$ cat config.mk
export PLATFORM = sky130hd
export DESIGN_NAME = bytemem_dma
export DESIGN_NICKNAME = d
export VERILOG_FILES = /design/src/rtl/bytemem_dma_pkg.sv /design/src/rtl/bdma_addr_gen.sv /design/src/rtl/bdma_wait_timer.sv /design/src/rtl/bdma_packer.sv /design/src/rtl/bytemem_dma.sv
export SDC_FILE = /design/constraint.sdc
export NUM_CORES = 1
export LEC_CHECK = 0
export CORE_MARGIN = 4
export CORE_UTILIZATION = 25
export DETAILED_ROUTE_END_ITERATION = 10
export PLACE_DENSITY = 0.56
export RECOVER_POWER = 50
export SETUP_SLACK_MARGIN = 0.5
export SYNTH_ARGS = -nofsm -noshare
export SYNTH_HDL_FRONTEND = slang
export SYNTH_SLANG_ARGS = --single-unit
$ cat constraint.sdc
create_clock -name clk -period 1.9 [get_ports clk]
set_input_delay 0.19 -clock clk [delete_from_list [all_inputs] [get_ports clk]]
set_output_delay 0.19 -clock clk [all_outputs]
set_load 0.01 [all_outputs]
$ cat src/rtl/bytemem_dma_pkg.sv
package bytemem_dma_pkg;

  typedef enum logic [1:0] {
    FMT_PM24   = 2'b00,
    FMT_DM16   = 2'b01,
    FMT_DM8_HI = 2'b10,
    FMT_DM8_LO = 2'b11
  } xfer_fmt_e;

  typedef enum logic [1:0] {
    S_IDLE  = 2'd0,
    S_BYTE  = 2'd1,
    S_STEAL = 2'd2
  } eng_state_e;

  // number of external byte accesses that make one on-chip word
  function automatic logic [1:0] fmt_bytes(xfer_fmt_e f);
    case (f)
      FMT_PM24: return 2'd3;
      FMT_DM16: return 2'd2;
      default:  return 2'd1;
    endcase
  endfunction

  // accumulator holds the bytes read so far, newest in bits 7:0
  function automatic logic [23:0] fmt_pack(xfer_fmt_e f, logic [23:0] acc);
    case (f)
      FMT_PM24:   return acc;
      FMT_DM16:   return {8'h00, acc[15:0]};
      FMT_DM8_HI: return {8'h00, acc[7:0], 8'h00};
      default:    return {16'h0000, acc[7:0]};
    endcase
  endfunction

  // byte number idx (0 = first sent) of an on-chip word
  function automatic logic [7:0] fmt_unpack(xfer_fmt_e f, logic [23:0] w, logic [1:0] idx);
    logic [1:0] lane;
    case (f)
      FMT_PM24:   lane = 2'd2 - idx;
      FMT_DM16:   lane = 2'd1 - idx;
      FMT_DM8_HI: lane = 2'd1;
      default:    lane = 2'd0;
    endcase
    return w[lane*8 +: 8];
  endfunction

endpackage

$ cat src/rtl/bdma_addr_gen.sv
module bdma_addr_gen #(
  parameter int OFF_W   = 14,
  parameter int PAGE_W  = 8,
  parameter int IADDR_W = 14
) (
  input  logic                      clk,
  input  logic                      rst_n,
  input  logic                      load,
  input  logic [PAGE_W-1:0]         page_init,
  input  logic [OFF_W-1:0]          off_init,
  input  logic [IADDR_W-1:0]        int_init,
  input  logic                      byte_step,
  input  logic                      word_step,
  output logic [OFF_W+PAGE_W-1:0]   ext_addr,
  output logic [IADDR_W-1:0]        int_addr
);
  localparam int EXT_W = OFF_W + PAGE_W;

  logic [OFF_W-1:0]   off_q;
  logic [PAGE_W-1:0]  page_q;
  logic [IADDR_W-1:0] int_q;
  logic [OFF_W:0]     off_sum;
  logic               off_wrap;

  function automatic logic [OFF_W:0] off_inc(logic [OFF_W-1:0] o);
    return {1'b0, o} + 1'b1;
  endfunction

  assign off_sum  = off_inc(off_q);
  assign off_wrap = off_sum[OFF_W];

  always_ff @(posedge clk or negedge rst_n) begin
    if (!rst_n) begin
      off_q  <= '0;
      page_q <= '0;
      int_q  <= '0;
    end else if (load) begin
      off_q  <= off_init;
      page_q <= page_init;
      int_q  <= int_init;
    end else begin
      if (byte_step) begin
        off_q <= off_sum[OFF_W-1:0];
        if (off_wrap) page_q <= page_q + 1'b1;
      end
      if (word_step) int_q <= int_q + 1'b1;
    end
  end

  assign ext_addr = {page_q, off_q};
  assign int_addr = int_q;

  p_ext_step_r3: assert property (@(posedge clk) disable iff (!rst_n)
    (byte_step && !load) |=> ext_addr == EXT_W'($past(ext_addr) + 1'b1));

  p_page_carry_r3: assert property (@(posedge clk) disable iff (!rst_n)
    (byte_step && !load && (&off_q)) |=> (off_q == '0) && (page_q == PAGE_W'($past(page_q) + 1'b1)));

  p_int_step_r8: assert property (@(posedge clk) disable iff (!rst_n)
    (word_step && !load) |=> int_addr == IADDR_W'($past(int_addr) + 1'b1));

endmodule

$ cat src/rtl/bdma_wait_timer.sv
module bdma_wait_timer #(
  parameter int WAIT_W = 3
) (
  input  logic              clk,
  input  logic              rst_n,
  input  logic              active,
  input  logic [WAIT_W-1:0] wait_cfg,
  output logic              last
);
  logic [WAIT_W-1:0] cnt_q;

  assign last = active && (cnt_q == wait_cfg);

  always_ff @(posedge clk or negedge rst_n) begin
    if (!rst_n)                cnt_q <= '0;
    else if (!active || last)  cnt_q <= '0;
    else                       cnt_q <= cnt_q + 1'b1;
  end

  p_wait_bound_r7: assert property (@(posedge clk) disable iff (!rst_n)
    active |-> (cnt_q <= wait_cfg));

  p_wait_run_r7: assert property (@(posedge clk) disable iff (!rst_n)
    (active && !last) |=> (cnt_q == WAIT_W'($past(cnt_q) + 1'b1)));

endmodule

$ cat src/rtl/bdma_packer.sv
module bdma_packer
  import bytemem_dma_pkg::*;
(
  input  logic        clk,
  input  logic        rst_n,
  input  xfer_fmt_e   fmt,
  input  logic        shift_en,
  input  logic [7:0]  byte_in,
  input  logic        cap_en,
  input  logic [23:0] word_in,
  input  logic [1:0]  idx,
  output logic [23:0] pack_out,
  output logic [7:0]  byte_out
);
  logic [23:0] acc_q;

  always_ff @(posedge clk or negedge rst_n) begin
    if (!rst_n)        acc_q <= '0;
    else if (cap_en)   acc_q <= word_in;
    else if (shift_en) acc_q <= {acc_q[15:0], byte_in};
  end

  assign pack_out = fmt_pack(fmt, acc_q);
  assign byte_out = fmt_unpack(fmt, acc_q, idx);

  p_shift_r1: assert property (@(posedge clk) disable iff (!rst_n)
    (shift_en && !cap_en) |=> acc_q[7:0] == $past(byte_in));

  p_capture_r2: assert property (@(posedge clk) disable iff (!rst_n)
    cap_en |=> acc_q == $past(word_in));

endmodule

$ cat src/rtl/bytemem_dma.sv
module bytemem_dma
  import bytemem_dma_pkg::*;
#(
  parameter int OFF_W   = 14,
  parameter int PAGE_W  = 8,
  parameter int IADDR_W = 14,
  parameter int CNT_W   = 14,
  parameter int WAIT_W  = 3
) (
  input  logic                    clk,
  input  logic                    rst_n,
  input  logic [IADDR_W-1:0]      cfg_int_addr,
  input  logic [OFF_W-1:0]        cfg_ext_off,
  input  logic [PAGE_W-1:0]       cfg_ext_page,
  input  logic                    cfg_dir,
  input  logic [1:0]              cfg_fmt,
  input  logic                    cfg_halt,
  input  logic [WAIT_W-1:0]       cfg_wait,
  input  logic                    cnt_we,
  input  logic [CNT_W-1:0]        cnt_wdata,
  output logic [CNT_W-1:0]        cnt_rdata,
  output logic [OFF_W+PAGE_W-1:0] ext_addr,
  output logic                    ext_rd,
  output logic                    ext_wr,
  output logic                    ext_oe,
  output logic [7:0]              ext_wdata,
  input  logic [7:0]              ext_rdata,
  output logic                    mem_req,
  input  logic                    mem_gnt,
  output logic                    mem_pm,
  output logic                    mem_we,
  output logic [IADDR_W-1:0]      mem_addr,
  output logic [23:0]             mem_wdata,
  input  logic [23:0]             mem_rdata,
  output logic                    halt_cpu,
  output logic                    done_irq
);

  eng_state_e        st_q, st_d;
  logic              dir_q, halt_q, irq_q;
  xfer_fmt_e         fmt_q;
  logic [WAIT_W-1:0] wait_q;
  logic [CNT_W-1:0]  cnt_q;
  logic [1:0]        idx_q;

  // named internal events
  logic start_evt, in_byte, byte_last, grant_evt;
  logic word_bytes_last, word_done, final_word;
  logic [23:0] pack_word;
  logic [7:0]  send_byte;

  assign start_evt       = (st_q == S_IDLE) && cnt_we && (cnt_wdata != '0);
  assign in_byte         = (st_q == S_BYTE);
  assign grant_evt       = (st_q == S_STEAL) && mem_gnt;
  assign word_bytes_last = byte_last && (idx_q == fmt_bytes(fmt_q) - 2'd1);
  assign word_done       = (dir_q && word_bytes_last) || (!dir_q && grant_evt);
  assign final_word      = word_done && (cnt_q == CNT_W'(1));

  always_comb begin
    st_d = st_q;
    case (st_q)
      S_IDLE:  if (start_evt) st_d = cfg_dir ? S_STEAL : S_BYTE;
      S_BYTE:  if (word_bytes_last) st_d = final_word ? S_IDLE : S_STEAL;
      S_STEAL: if (mem_gnt) st_d = final_word ? S_IDLE : S_BYTE;
      default: st_d = S_IDLE;
    endcase
  end

  always_ff @(posedge clk or negedge rst_n) begin
    if (!rst_n) begin
      st_q   <= S_IDLE;
      dir_q  <= 1'b0;
      halt_q <= 1'b0;
      fmt_q  <= FMT_PM24;
      wait_q <= '0;
      cnt_q  <= '0;
      idx_q  <= '0;
      irq_q  <= 1'b0;
    end else begin
      st_q  <= st_d;
      irq_q <= final_word;
      if (start_evt) begin
        dir_q  <= cfg_dir;
        halt_q <= cfg_halt;
        fmt_q  <= xfer_fmt_e'(cfg_fmt);
        wait_q <= cfg_wait;
        cnt_q  <= cnt_wdata;
        idx_q  <= '0;
      end else begin
        if (word_done) cnt_q <= cnt_q - 1'b1;
        if (byte_last) idx_q <= word_bytes_last ? 2'd0 : idx_q + 2'd1;
      end
    end
  end

  bdma_wait_timer #(.WAIT_W(WAIT_W)) u_timer (
    .clk      (clk),
    .rst_n    (rst_n),
    .active   (in_byte),
    .wait_cfg (wait_q),
    .last     (byte_last)
  );

  bdma_addr_gen #(.OFF_W(OFF_W), .PAGE_W(PAGE_W), .IADDR_W(IADDR_W)) u_addr (
    .clk       (clk),
    .rst_n     (rst_n),
    .load      (start_evt),
    .page_init (cfg_ext_page),
    .off_init  (cfg_ext_off),
    .int_init  (cfg_int_addr),
    .byte_step (byte_last),
    .word_step (grant_evt),
    .ext_addr  (ext_addr),
    .int_addr  (mem_addr)
  );

  bdma_packer u_pack (
    .clk      (clk),
    .rst_n    (rst_n),
    .fmt      (fmt_q),
    .shift_en (byte_last && !dir_q),
    .byte_in  (ext_rdata),
    .cap_en   (grant_evt && dir_q),
    .word_in  (mem_rdata),
    .idx      (idx_q),
    .pack_out (pack_word),
    .byte_out (send_byte)
  );

  assign ext_rd    = in_byte && !dir_q;
  assign ext_wr    = in_byte && dir_q;
  assign ext_oe    = (st_q == S_BYTE) && dir_q;
  assign ext_wdata = send_byte;
  assign mem_req   = (st_q == S_STEAL);
  assign mem_we    = mem_req && !dir_q;
  assign mem_pm    = (fmt_q == FMT_PM24);
  assign mem_wdata = pack_word;
  assign halt_cpu  = halt_q && (st_q != S_IDLE);
  assign done_irq  = irq_q;
  assign cnt_rdata = cnt_q;

  p_zero_ignored_r4: assert property (@(posedge clk) disable iff (!rst_n)
    ((st_q == S_IDLE) && cnt_we && (cnt_wdata == '0)) |=> (st_q == S_IDLE));

  p_cnt_step_r5: assert property (@(posedge clk) disable iff (!rst_n)
    word_done |=> cnt_rdata == CNT_W'($past(cnt_rdata) - 1'b1));

  p_irq_single_r6: assert property (@(posedge clk) disable iff (!rst_n)
    done_irq |=> !done_irq);

  p_irq_at_zero_r6: assert property (@(posedge clk) disable iff (!rst_n)
    done_irq |-> (cnt_rdata == '0) && (st_q == S_IDLE));

  p_strobe_addr_r7: assert property (@(posedge clk) disable iff (!rst_n)
    ((ext_rd || ext_wr) && !byte_last) |=> $stable(ext_addr) && (ext_rd || ext_wr));

  p_steal_hold_r8: assert property (@(posedge clk) disable iff (!rst_n)
    (mem_req && !mem_gnt) |=> mem_req && $stable(mem_addr));

  p_dir_strobe_r9: assert property (@(posedge clk) disable iff (!rst_n)
    !(ext_rd && (ext_wr || mem_we)));

  p_halt_hold_r10: assert property (@(posedge clk) disable iff (!rst_n)
    (halt_cpu && !final_word) |=> halt_cpu);

  p_oe_data_r11: assert property (@(posedge clk) disable iff (!rst_n)
    (ext_oe && !byte_last) |=> ext_oe && $stable(ext_wdata));

endmodule

======== Word-level counts from Yosys, hierarchy flattened ========
Index checks and enable logic that the tools add are counted.
word-level totals
  register bits ........................... 89
  input port bits ......................... 93
  output and inout bits ................... 90
  logic and storage cells ................. 87
operators by class
  add/subtract/negate cells ............... 9
  eq/ne operators ......................... 10
  shifts and indexed selects .............. 1
  multiplexer cells ....................... 25
  reduce and logical (&&, ||, !) cells .... 29
operators with widths
  kind                     number
  $mux W14                 6
  $pmux W24 S3             1
  $mux W24                 2
  $mux W8                  3
  $shiftx A24 B6 Y8        1
  $mux W2                  8
  $add A14 B1 Y15 const B  1
  $add A14 B1 Y14 const B  1
  $eq A14 B1 Y1 const B    1
  $logic_and A1 B1 Y1      14
  $reduce_bool A14 Y1      1
  $sub A14 B1 Y14 const B  1
  $pmux W2 S3              2
  $reduce_bool A2 Y1       6
  $add A8 B1 Y8 const B    1
  $eq A2 B1 Y1 const B     2
  $eq A2 B2 Y1 const B     2
  $logic_not A2 Y1         2
  $ne A2 B1 Y1 const B     2
  $pmux W2 S2              1
  $add A3 B1 Y3 const B    1
  $eq A3 B3 Y1             1
  $mux W3                  1
  $reduce_and A3 Y1        1
  10 further kinds         12

======== Longest topological paths before layout ========
Gate-level depths: netlist of the first run.
  word-level depth ........................ 11
  depth in mapped cells ................... 8
  mapped depth without buffers ............ 7

======== Hierarchy ========
A second synthesis of the first run with hierarchy kept.
unflattened totals
  cells, all modules ...................... 587
  area, all modules ....................... 5391.4 sq um
modules (own cells, without submodules)
  module           times used  cells an instance  area an instance (sq um)  sequential area each (sq um)
  bdma_addr_gen    1           227                2023.2                    900.9
  bdma_packer      1           176                1625.3                    600.6
  bytemem_dma      1           170                1579.0                    650.6
  bdma_wait_timer  1           14                 163.9                     75.1

======== Worst setup path before layout of the first run ========
Ideal clock, no wire load.
  path kind ............................... reg2reg
  from .................................... register idx_q[0]
  to ...................................... register cnt_q[3] (netlist: cnt_rdata[3])
  library setup time ...................... 0.123 ns
  arrival ................................. 1.910 ns
  data required time ...................... 1.777 ns
  path slack .............................. -0.133 ns
  cell stages (with the launch flop) ...... 9
  cell sequence ........................... dfrtp_1 -> buf_6 -> nor4bb_1 -> or3_1 -> buf_2 -> a31o_1 -> buf_6 -> mux2_4 -> o221a_1
between the ends
  cells in the longest elaborated chain, start to end .. 5
ends and longest elaborated chain
  item                          RTL line           text
  from (decl)                   bytemem_dma.sv:44  logic [1:0] idx_q;
  from (signal assigned)        bytemem_dma.sv:91  if (byte_last) idx_q <= word_bytes_last ? 2'd0 : idx_q + 2'd1;
  $eq A2 B2 Y1                  bytemem_dma.sv:55  assign word_bytes_last = byte_last && (idx_q == fmt_bytes(fmt_q) - 2'd1);
  $logic_and A1 B1 Y1           bytemem_dma.sv:55
  $logic_and A1 B1 Y1           bytemem_dma.sv:56  assign word_done = (dir_q && word_bytes_last) || (!dir_q && grant_evt);
  $logic_or A1 B1 Y1            bytemem_dma.sv:56
  $reduce_bool A2 Y1 (no line)  n/a
  to (signal assigned)          bytemem_dma.sv:87  cnt_q <= cnt_wdata;
  to (signal assigned)          bytemem_dma.sv:90  if (word_done) cnt_q <= cnt_q - 1'b1;
  to (decl)                     bytemem_dma.sv:43  logic [CNT_W-1:0] cnt_q;
No other way between the ends.
A chain may end at the register's enable or synchronous reset.

======== Worst setup path after layout of the first run ========
  from .................................... register u_timer.cnt_q[0]
  to ...................................... register u_pack.acc_q[2]
between the ends
  cells in the longest elaborated chain, start to end .. 4
ends and longest elaborated chain
  item                          RTL line               text
  from (decl)                   bdma_wait_timer.sv:10  logic [WAIT_W-1:0] cnt_q;
  from (signal assigned)        bdma_wait_timer.sv:17  else cnt_q <= cnt_q + 1'b1;
  $eq A3 B3 Y1                  bdma_wait_timer.sv:12  assign last = active && (cnt_q == wait_cfg);
  $logic_and A1 B1 Y1           bdma_wait_timer.sv:12
  $logic_and A1 B1 Y1           bytemem_dma.sv:121     .shift_en (byte_last && !dir_q),
  $reduce_bool A2 Y1 (no line)  n/a
  to (signal assigned)          bdma_packer.sv:19      else if (cap_en) acc_q <= word_in;
  to (signal assigned)          bdma_packer.sv:20      else if (shift_en) acc_q <= {acc_q[15:0], byte_in};
  to (decl)                     bdma_packer.sv:15      logic [23:0] acc_q;
No other way between the ends.

==> results of run 1 <==
[worst min-delay path, delay by kind of cell]
kind                   cells  cell delay (ns)
AO/OA/AOI/OAI              1             0.05
buffers and inverters      1             0.39
AND/OR/NAND/NOR            1             0.05
[sequential cells by signal, indices dropped and copies added, names as in the netlist]
register	count
u_pack.acc_q	24
cnt_rdata	14
u_addr.int_addr	14
u_addr.off_q	14
u_addr.page_q	8
u_timer.cnt_q	3
wait_q	3
fmt_q	2
idx_q	2
st_q	2
dir_q	1
done_irq	1
halt_q	1
[cell usage in the layout, fill, tap and decap left out, types with 16 or more instances in the layout]
cell type,synthesis,routed
a21oi_2,0,31
buf_2,10,17
and2_4,0,18
nand2_1,87,67
buf_4,1,101
buf_6,2,80
nor2_1,50,18
inv_1,19,17
o21ai_2,0,16
o21ai_1,1,27
clkdlybuf4s50_1,0,91
mux2i_1,36,35
dfrtp_1,89,81
nor2_4,0,22
dlygate4sd2_1,0,44
[power breakdown]
group	total, uW	internal (uW)	switching [uW]
combinational	11300	6230	5110
clock	1840	1030	808
sequential	3860	2790	1070
total	17000	10100	6980
[metrics by stage]
stage	instance area (sq um)	utilization
finish	10300	0.505
detailed placement	8250	0.404
global route	10300	0.505
floorplan	5440	-
CTS	9470	0.463
global placement	8250	0.404
[cell families (layout without fill, tap and decap cells)]
logic type,after synthesis,count (layout),share of synthesized area
flops,89,89,0.426
simple gates,254,254,0.243
compound gates,140,140,0.167
buf+inv,53,407,0.0440
xor+xnor,18,18,0.0316
fa+ha+maj,6,6,0.0143
mux,38,38,0.0739
[routing by layer]
metal,up-vias,share of wire,track usage,routed length [microns]
met2,188,0.47,0.261,9840
li1,2860,-,-,-
met5,-,0.0014,0,30
met1,2806,0.44,0.225,9190
met3,27,0.070,0.0477,1460
met4,4,0.015,0.0416,310
[cell type report]
cell class,instances,area share
timing repair buffer,372,0.358
inverter,19,0.00716
tap,270,0.0328
clock buffer,11,0.0226
clock inverter,5,0.00619
sequential,89,0.217
multi-input combinational,456,0.356
[worst paths after layout]
kind                       slack, ns              from         endpoint
setup / recovery               -0.20  u_timer.cnt_q[0]  u_pack.acc_q[2]
hold / removal                  0.38    cfg_ext_off[4]  u_addr.off_q[4]
setup reg to reg               -0.20  u_timer.cnt_q[0]  u_pack.acc_q[2]
hold reg to reg                 0.52            halt_q           halt_q
max in group asynchronous       0.23             rst_n         fmt_q[1]
min in group asynchronous       0.49             rst_n     cnt_rdata[0]
[repair_timing]
action | 4_1_cts | 5_1_grt
hold endpoints to repair | 27 | 0
pin swaps | 61 | 55
gates resized for setup | 396 | 162
hold buffers | 1 | 0
endpoints found under the setup margin | 176 | 131
buffers inserted | 58 | 22
cloned | 4 | 5
==> reports/qor.txt, run 1 <==
outcome - finished with violations
failing checks - negative setup slack
worst setup margin - -0.205 ns
post-synthesis sequential area ratio - 0.426
std cell rows - 52
crit path cell chain - xor2_2, buf_4, or4b_4, o21ai_4, buf_6, buf_6, buf_12, nor2_2, a21oi_1
Slew headroom - 0.457
Max-Cap Viols - 0
synthesized area per cell - 8.75 sq um
Skew-Pair Late Insertion Delay - 0.35 ns
GR Overflow Total - 0
arrival time at the worst endpoint - 2.37 ns
Post-synth top cells - 89 x dfrtp_1, 87 x nand2_1, 50 x nor2_1, 49 x o21ai_0, 40 x a21oi_1
Starting Density - 0.256
post-synth top area share - 0.426
CP required - 2.17 ns
Routed Antenna Nets - 0
Min Hold Slack - 0.383 ns
I/O pin count - 183
1st-pass router iterations - 4
WHS Path Cells - 3
share of cells above drive strength 1 - 0.455
Tot Pwr - 17,000 uW
EDFF count, synth - 0
leak pwr - 0.00461 uW
die area - 23,300 sq um
synthesized area - 5230 sq um
CTS Buffer Depth - 2
Finished Layout Cells - 1,222
CTS tree - yes
Placeable Area - 20,400 sq um
Post-Route WL - 20,800 microns
Crit path max-delay family - simple AND/OR/NAND/NOR gates
Async S/R FF share, synth - 1.00
pre-CTS setup slack - -0.246 ns
post-synthesis cell type count - 59
n_diodes - 0
RSZ-0062 raised after global routing - true
total track usage - 0.166
Layout area overhead - 97.0%
Cells after Synth - 598
via count - 5,885
Chip Height - 153 microns
Final Wtd Congestion - 0.834
Placed Instances - 1,116
count of final setup violators - 57
Slew Limit Fails - 0
Synth area leaders - dfrtp_1 43%, mux2i_1 6.9%, nand2_1 6.2%, o21ai_0 4.7%, a21oi_1 3.8%
first-pass GRT wire length - 31,600 microns
Vias/cell - 4.82
most common cell in the netlist - dfrtp_1
post-synth top area cell - dfrtp_1
clk_skew - 0.0105 ns
Slowest-stage cell, CP - or4b_4
Critical Path Source Type - flop
antenna violations before repair - 2
CP peak stage delay - 0.57 ns
die extent in x - 153 microns
number of cells on the critical path - 9
Final Hold Fails - 0
Sink Count - 89
Synthesized Nets - 697
H-tree levels - 3
Top FF cell, synth - dfrtp_1
Crit. End Element - flop
Final TNS setup - -6.40 ns
r2r worst-path depth - 9
crit path buf inv count - 4
Yosys reg bits - 89
crit-path most repeated cell - buf_6
worst min path class - primary input to flop
dpl hpwl - 14,000 microns
detail-routed net length per standard cell - 17.1 microns
Max rail drop VDD - 0.654 mV
CTS root buf - clkbuf_16
worst slew pin tran - 0.815 ns
synth warn - 0
vias in the first global route - 5,857
CTS Buf Count - 9
crit path kind - flop to flop
drt drc - 0
f_max - 0.475 GHz
minimum clock period - 2.10 ns
Crit Path Max Fanout - 6
number of fill cells - 1,909
Buffers on Ports - 182
Storage cell area - 2240 sq um
nets - 1,046
CTS clk-pin slew, worst paths - 0.07 ns
post-route clock period utilization - 1.11
DRT iter0 DRCs - 181
pwr/cell area - 1650 nW/um^2
largest net degree at the start of global routing - 40
area occupied by multi-input gates - 3670 sq um
No activity file was read; power rests on OpenSTA's default activity.
==> run 2, diff against run 1 <==
Settings changed: REMOVE_ABC_BUFFERS from default to 1, SKIP_CTS_REPAIR_TIMING from default to 1.
==> reports/qor.txt, run 2 (synthesized netlist as in run 1, its figures left out) <==
Layout area overhead - 86.9%
Vias/cell - 4.88 (+1.4%)
CTS Buffer Depth - 2 (unchanged)
failing checks - negative setup slack
leak pwr - 0.00480 uW (+4.2%)
Critical Path Source Type - flop
vias in the first global route - 5,451 (-6.9%)
Final Hold Fails - 0 (unchanged)
minimum clock period - 2.09 ns (-0.0148 ns)
crit path buf inv count - 3 (-1)
Crit path max-delay family - simple AND/OR/NAND/NOR gates
RSZ-0062 raised after global routing - true
Buffers on Ports - 182 (unchanged)
Crit. End Element - flop
Slew headroom - 0.488 (+0.0315)
GR Overflow Total - 0 (unchanged)
Tot Pwr - 15,700 uW (-8.1%)
CTS clk-pin slew, worst paths - 0.06 ns (about the same)
worst slew pin tran - 0.768 ns (-0.0473 ns)
n_diodes - 0 (unchanged)
crit path kind - flop to flop
commonest non-fill, non-tap cell in the layout - buf_4
Starting Density - 0.256 (unchanged)
pre-CTS setup slack - -0.298 ns (-0.0521 ns)
Max rail drop VDD - 0.675 mV (+3.3%)
detail-routed net length per standard cell - 16.7 microns (-1.9%)
dpl hpwl - 13,400 microns (-4.6%)
nets - 1,016 (-2.9%)
worst min path class - primary input to flop
DRT iter0 DRCs - 222 (+23%)
outcome - finished with violations
Crit Path Max Fanout - 6 (unchanged)
drt drc - 0 (unchanged)
1st-pass router iterations - 4 (unchanged)
Placeable Area - 20,400 sq um (unchanged)
share of cells above drive strength 1 - 0.369 (-0.0857)
CTS tree - yes
Skew-Pair Late Insertion Delay - 0.34 ns (about the same)
fin util - 0.479 (-0.0259)
Slowest-stage cell, CP - or4b_4
Most flops, register - u_pack.acc_q
first-pass GRT wire length - 28,100 microns (-11%)
post-route clock period utilization - 1.10 (-0.00780)
count of final setup violators - 59 (+3.5%)
Final TNS setup - -6.90 ns (-0.498 ns)
Max-Cap Viols - 0 (unchanged)
f_max - 0.478 GHz (+0.71%)
arrival time at the worst endpoint - 2.35 ns (-0.02 ns)
worst setup margin - -0.190 ns (+0.0148 ns)
max reg flops - 24 (unchanged)
Slew Limit Fails - 0 (unchanged)
CP required - 2.16 ns (about the same)
largest net degree at the start of global routing - 49 (+23%)
std cell rows - 52 (unchanged)
via count - 5,817 (-1.2%)
die area - 23,300 sq um (unchanged)
CTS Buf Count - 9 (unchanged)
die extent in x - 153 microns (unchanged)
CP peak stage delay - 0.54 ns (-0.03 ns)
crit path cell chain - xor2_2, buf_4, or4b_4, o21ai_4, buf_12, clkbuf_16, nor2_1, a21oi_1
antenna violations before repair - 1 (-1)
H-tree levels - 3 (unchanged)
total track usage - 0.145 (-0.0206)
Final Wtd Congestion - 0.789 (-5.5%)
clk_skew - 0.00812 ns (-0.00234 ns)
Routed Antenna Nets - 0 (unchanged)
most frequent cells in the layout - 93 x buf_4, 81 x clkdlybuf4s50_1, 79 x dfrtp_1, 58 x nand2_1, 53 x dlymetal6s2s_1
Chip Height - 153 microns (unchanged)
pwr/cell area - 1600 nW/um^2 (-3.1%)
R2R Setup Slk - -0.19 ns (about the same)
CTS root buf - clkbuf_16
Sink Count - 89 (unchanged)
I/O pin count - 183 (unchanged)
Post-Route WL - 19,900 microns (-4.4%)
## run 2: cell count changes in the layout (fill, tap and decap cells not counted), sizes merged
cell	change
clkdlybuf4s25	+9
clkinvlp	-1
clkbuf	+8
clkinv	-1
bufinv	+1
and2	+1
inv	-1
buf	-41
dlymetal6s2s	+53
clkdlybuf4s50	-10
clkdlybuf4s15	-5
dlygate4sd2	-44
## run 2: final timing paths
| check | start | endpoint | cells past startpoint |
|---|---|---|---|
| max | wait_q[0] | u_pack.acc_q[22] | 8 |
| min | cnt_wdata[0] | cnt_rdata[0] | 3 |
| max reg2reg | wait_q[0] | u_pack.acc_q[22] | 8 |
| min reg2reg | halt_q | halt_q | 2 |
| max in group asynchronous | rst_n | cnt_rdata[1] | 3 |
| min in group asynchronous | rst_n | u_pack.acc_q[21] | 2 |
## run 2: layout make-up
| cell class | instances | area, sq um |
|---|---|---|
| Multi-Input combinational cell | 457 | 3390 |
| Inverter | 19 | 71.3 |
| Clock inverter | 3 | 65.1 |
| Clock buffer | 12 | 246 |
| Fill cell | 1935 | 10700 |
| Timing Repair Buffer | 341 | 3420 |
| Sequential cell | 89 | 2240 |
| Tap cell | 270 | 338 |
## run 2: worst reg2reg max path, cell delays in order (launching register included)
cell and delay (ns):
dfrtp_1 0.40, xor2_2 0.20, buf_4 0.15, or4b_4 0.54
o21ai_4 0.23, buf_12 0.17, clkbuf_16 0.17, nor2_1 0.04
a21oi_1 0.12
## run 2: metal layers
layer  wire [microns]  GRT usage  part of all wire
met1             9100      0.202              0.46
met2             9250      0.224              0.46
met3             1200     0.0366             0.060
met4              359     0.0429             0.018
met5               13          0           0.00065
## run 2: power breakdown
part	switching (uW)	total, uW	leakage, uW	internal (uW)
logic	4590	9930	0.00360	5340
registers	1020	3820	0.00105	2800
clock network	745	1930	0.000153	1180
## run 2: metrics by stage
step                      area [sq um]  std cells  hold slack, ns
after floorplan                   5070        564          -0.106
after global placement            8060       1116           0.159
after detailed placement          8060       1116           0.162
after CTS                         8370       1131          -0.212
after global routing              9780       1191           0.222
final                             9780       1191           0.177
